==> src/rtl/tw_pkg.sv <==
package tw_pkg;
  // Synchronized control lines, select in the top bit
  typedef struct packed {
    logic sel_n;
    logic inc_n;
    logic up;
  } tw_ctl_t;

  localparam tw_ctl_t CTL_IDLE = '{sel_n: 1'b1, inc_n: 1'b1, up: 1'b0};
endpackage

==> src/rtl/tw_sync.sv <==
module tw_sync #(
  parameter int W = 3,
  parameter logic [W-1:0] RST_VAL = '0
) (
  input  logic         clk,
  input  logic         rst_n,
  input  logic [W-1:0] d,
  output logic [W-1:0] q
);
  generate
    for (genvar i = 0; i < W; i++) begin : g_bit
      logic meta_q, sync_q;
      always_ff @(posedge clk) begin
        if (!rst_n) begin
          meta_q <= RST_VAL[i];
          sync_q <= RST_VAL[i];
        end else begin
          meta_q <= d[i];
          sync_q <= meta_q;
        end
      end
      assign q[i] = sync_q;
    end
  endgenerate
endmodule

==> src/rtl/tw_nvcell.sv <==
module tw_nvcell #(
  parameter int PW = 5,
  parameter logic [PW-1:0] INIT = '0
) (
  input  logic          clk,
  input  logic          wr_en,
  input  logic [PW-1:0] wr_data,
  output logic [PW-1:0] rd_data
);
  // Not touched by reset: the blank-cell value comes from the initializer
  logic [PW-1:0] cell_q = INIT;

  always_ff @(posedge clk) begin
    if (wr_en) cell_q <= wr_data;
  end

  assign rd_data = cell_q;
endmodule

==> src/rtl/tw_tapdec.sv <==
module tw_tapdec #(
  parameter int TAPS = 32,
  parameter int PW   = $clog2(TAPS)
) (
  input  logic [PW-1:0]   pos,
  output logic [TAPS-1:0] onehot
);
  generate
    for (genvar i = 0; i < TAPS; i++) begin : g_tap
      assign onehot[i] = (pos == PW'(i));
    end
  endgenerate
endmodule

==> src/rtl/tapwiper_ctrl.sv <==
module tapwiper_ctrl
  import tw_pkg::*;
#(
  parameter int TAPS         = 32,
  parameter int STORE_CYCLES = 1250000,
  parameter int NV_INIT      = 0
) (
  input  logic                    clk,
  input  logic                    por_n,
  input  logic                    sel_n,
  input  logic                    inc_n,
  input  logic                    dir_up,
  output logic [TAPS-1:0]         tap_sel,
  output logic [$clog2(TAPS)-1:0] position,
  output logic                    store_busy,
  output logic                    standby
);
  localparam int PW = $clog2(TAPS);
  localparam int CW = $clog2(STORE_CYCLES + 1);
  localparam logic [PW-1:0] POS_TOP  = PW'(TAPS - 1);
  localparam logic [CW-1:0] CNT_LOAD = CW'(STORE_CYCLES - 1);

  tw_ctl_t     raw_ctl, syn_ctl, prev_q;
  logic [2:0]  syn_bits;
  logic [PW-1:0] pos_q, nv_data;
  logic [CW-1:0] cnt_q;
  logic        busy_q, sess_q;
  logic        sel_fall, sel_rise, inc_fall, step, nv_wr;

  assign raw_ctl = '{sel_n: sel_n, inc_n: inc_n, up: dir_up};

  tw_sync #(.W(3), .RST_VAL(CTL_IDLE)) u_sync (
    .clk(clk), .rst_n(por_n), .d(raw_ctl), .q(syn_bits)
  );
  assign syn_ctl = tw_ctl_t'(syn_bits);

  assign sel_fall = prev_q.sel_n & ~syn_ctl.sel_n;
  assign sel_rise = ~prev_q.sel_n & syn_ctl.sel_n;
  assign inc_fall = prev_q.inc_n & ~syn_ctl.inc_n;
  assign step     = sess_q & ~syn_ctl.sel_n & inc_fall;
  assign nv_wr    = por_n & busy_q & (cnt_q == '0);

  always_ff @(posedge clk) begin
    if (!por_n) begin
      prev_q <= CTL_IDLE;
      pos_q  <= nv_data;
      busy_q <= 1'b0;
      cnt_q  <= '0;
      sess_q <= 1'b0;
    end else begin
      prev_q <= syn_ctl;
      if (busy_q) begin
        if (cnt_q == '0) busy_q <= 1'b0;
        else             cnt_q  <= cnt_q - 1'b1;
      end
      if (step) begin
        if (syn_ctl.up) begin
          if (pos_q != POS_TOP) pos_q <= pos_q + 1'b1;
        end else begin
          if (pos_q != '0) pos_q <= pos_q - 1'b1;
        end
      end
      if (sess_q && sel_rise) begin
        sess_q <= 1'b0;
        if (syn_ctl.inc_n) begin
          busy_q <= 1'b1;
          cnt_q  <= CNT_LOAD;
        end
      end else if (!sess_q && sel_fall && !busy_q) begin
        sess_q <= 1'b1;
      end
    end
  end

  tw_nvcell #(.PW(PW), .INIT(PW'(NV_INIT))) u_nv (
    .clk(clk), .wr_en(nv_wr), .wr_data(pos_q), .rd_data(nv_data)
  );

  tw_tapdec #(.TAPS(TAPS), .PW(PW)) u_dec (
    .pos(pos_q), .onehot(tap_sel)
  );

  assign position   = pos_q;
  assign store_busy = busy_q;
  assign standby    = ~sess_q & ~busy_q;


  tap_onehot_chk: assert property (@(posedge clk) disable iff (!por_n)
    ($countones(tap_sel) == 1) && tap_sel[pos_q]);


  no_wrap_top_chk: assert property (@(posedge clk) disable iff (!por_n)
    (pos_q == POS_TOP) |=> (pos_q != '0));


  no_wrap_bottom_chk: assert property (@(posedge clk) disable iff (!por_n)
    (pos_q == '0) |=> (pos_q != POS_TOP));


  busy_freeze_chk: assert property (@(posedge clk) disable iff (!por_n)
    busy_q |=> $stable(pos_q));


  nv_write_window_chk: assert property (@(posedge clk) disable iff (!por_n)
    (nv_data != $past(nv_data)) |-> $past(busy_q));


  standby_excl_chk: assert property (@(posedge clk) disable iff (!por_n)
    !(standby && store_busy));
endmodule

==> config.mk <==
export PLATFORM = sky130hd
export DESIGN_NAME = tapwiper_ctrl
export DESIGN_NICKNAME = d
export VERILOG_FILES = /design/src/rtl/tw_pkg.sv /design/src/rtl/tw_sync.sv /design/src/rtl/tw_nvcell.sv /design/src/rtl/tw_tapdec.sv /design/src/rtl/tapwiper_ctrl.sv
export SDC_FILE = /design/constraint.sdc
export NUM_CORES = 1
export LEC_CHECK = 0
export CORE_AREA = 2 2 82 84
export DETAILED_ROUTE_END_ITERATION = 8
export DIE_AREA = 0 0 84 86
export DONT_BUFFER_PORTS = 1
export PLACE_DENSITY_LB_ADDON = 0.15
export SKIP_LAST_GASP = 1
export SYNTH_ARGS = -nofsm -noshare
export SYNTH_HDL_FRONTEND = slang
export SYNTH_SLANG_ARGS = --single-unit
==> constraint.sdc <==
create_clock -name clk -period 2.68 [get_ports clk]
set_input_delay 0.536 -clock clk [delete_from_list [all_inputs] [get_ports clk]]
set_output_delay 0.536 -clock clk [all_outputs]
set_load 0.03 [all_outputs]
==> run metrics <==
GPL Wtd Cong=around 0.8; RSZ-0062 raised after global routing=false; Critical Path Start=position[4]$_DFFE_PP_; final wirelength=between 4000 and 5000 um; CTS Hold Bufs=0; outcome=finished, final reports clean; post-synthesis instance total=251; count leader, synth=nor2_1; top cells by area, synth=dfxtp_1, edfxtp_1, nor2_1, ha_1, xor2_1; Clock Latency Late Sink=290 ps; antenna cells=0; Hold Path Origin=por_n; final net count=273; flop and latch count out of synthesis=just over 40; yosys warns=0; Most used DFF post-synth=dfxtp_1; root buffer cell=clkbuf_8; Yosys top cell by area=dfxtp_1; flop-to-flop setup slack=roughly 540 ps; Buffers on Ports=0; setup_tns=0 ps; total CTS buffers=5; Synth Area per Inst=8.634 um2; number of H-tree levels=2; reg2reg start=position[4]$_DFFE_PP_; clock skew=6.840 ps; DRT antenna net count=0; Worst R2R Path Depth=5; CTS max path bufs=2; initial antenna violation count=0; DR vias=~1,800; CP startpoint kind=flop; # IOs=44; PnR Total Power=1.352 mW; switching share of total power=0.2435; Crit Path Class=flop to primary output; cts repair resizes=0; Iteration-0 DRC Markers=48; Async S/R FF share, synth=0; footprint of the multi-input gates=about 1200 um2; Final period util=0.9159; CTS tree=built; Tmin final=between 2000 and 2500 ps; combinational share of power=0.103; Final setup viols=0; Routed WL per cell=14.22 um; total global-route track usage=0.1377; worst hold path class=input port to flop; Layout fillers=around 660; DR vias/cell=5.201; DP Wirelength=about 3500 um; Post-synth top cells=nor2_1, dfxtp_1, nand2_1, a21oi_1, nand2b_1; Die Y=86 um; Synth top area share=0.2864; register area share after synthesis=0.4249; register share of total power=0.494; Worst Path Arrival=roughly 1900 ps; fmax=0.4074 GHz; Layout area overhead=12.82%; r2r endpoint=position[2]$_DFFE_PP_; register area=920.9 um2; die extent in x=84 um; num rows=29; post-CTS setup buffers=0; starting density of the core=0.3452; WP data required=~2100 ps; Core Area=6277 um2; hold endpoint=prev_q[2]$_SDFF_PN1_; CTS sink count=between 40 and 50; Worst slew margin=0.5301; worst vdd ir=185.1 uV; pin slew with the least headroom to its limit=704.9 ps; Worst Path Max Fanout=12; gr ovfl total=0; number of flops mapped to enable cells by yosys=10; Die ar.=about 7200 um2; Post-Synthesis Cell Area=around 2200 um2; final hold violations=0; post-synth cell types=41; WHS Path Cells=1; Clock power frac=0.403; Synth Net Count=about 260; TritonRoute pass-1 iters=4; share of layout cells above drive strength 1=0.1188; final max-slew violation count=0; first-pass GRT wire length=approximately 8100 um; cell-internal power=1.023 mW; pwr/cell area=552.9 nW/um2; largest net degree at the start of global routing=17; drt drc=0; CTS clk-pin slew, worst paths=around 80 ps; CP Capture Type=primary output; Leak=between 0.9 and 1 nW; vias in the first global route=approximately 1,700; NetSw=roughly 0.33 mW; max-capacitance violation count=0
[state kept, by name (all words and copies together), names as in the netlist]
name,count
sess_q,1
store_busy,1
cnt_q,21
u_nv.rd_data,5
prev_q,2
position,5
u_sync.g_bit.meta_q,3
u_sync.g_bit.sync_q,3
[layer usage]
layer	GRT usage	routed length, um	vias to the layer above
met5	0	0	-
met4	0.04399	59	0
met3	0.03176	206	5
met2	0.2495	2318	46
met1	0.1614	2223	819
li1	-	-	888
[per-stage QoR]
stage	utilization	hold WS, ps	instances	instance area (um2)	setup slack [ps]
floorplan	-	386.3	251	2167	198.8
global placement	0.3689	392.7	330	2316	541.2
detailed placement	0.3689	391.6	330	2316	542.0
CTS	0.3895	299.9	338	2445	207.3
global route	0.3895	295.0	338	2445	76.18
finish	0.3895	312.9	338	2445	225.4
[critical path, cell delays in order, from the launching register on]
cell and delay (ps):
edfxtp_1 700, inv_1 280, nand2_1 170, nor2_1 480
[layout by cell type, fill, tap and decap left out, types with 2 or more instances in the layout]
cell type  instances
a21oi_1           14
a31oi_1            4
a41o_1             2
and2_1             3
buf_4             12
clkbuf_8           5
dfxtp_1           31
edfxtp_1          10
ha_1               8
inv_1             10
mux2_2             5
mux2i_1            2
nand2_1           22
nand2b_1          12
nand3_1            3
nand3b_1           3
nand4_1            3
nand4b_1           4
nor2_1            46
nor2b_1            2
nor3_1             7
nor4_1             5
o211ai_1           3
o21ai_0            8
or3_1              4
or4_1              2
xnor2_1            5
xor2_1            10
[layout make-up]
cell class	count	share of cell area
well taps	77	0.03941
repair buffers	12	0.03685
multi-input cells	190	0.4790
inverters	10	0.01535
flip-flops and latches	41	0.3767
clock inverters	2	0.01433
clock buffers	6	0.03838
[worst max path at each step]
stage                                           end
after floorplan           u_nv.rd_data[0]$_DFFE_PP_
after global placement                   tap_sel[4]
after detailed placement      position[3]$_DFFE_PP_
after CTS                               tap_sel[12]
after global routing                     tap_sel[0]
final                                   tap_sel[12]
[power groups by stage]
stage | Sequential (mW) | Combinational (mW) | Clock (mW)
global placement | 0.682 | 0.140 | 0
detailed placement | 0.682 | 0.140 | 0
CTS | 0.668 | 0.141 | 0.568
global route | 0.671 | 0.153 | 0.601
finish | 0.667 | 0.140 | 0.545
floorplan | 0.682 | 0.109 | 0
[kinds of logic after synthesis]
logic type	after synthesis	synth area share
AND/OR/NAND/NOR	123	0.2875
flip-flops	41	0.4249
AO/OA/AOI/OAI	37	0.1109
buffers and inverters	20	0.03464
XOR/XNOR	15	0.06062
adder cells (fa/ha/maj)	8	0.04619
multiplexers	7	0.03522
Note: power is estimated with default switching activity, not from simulation.
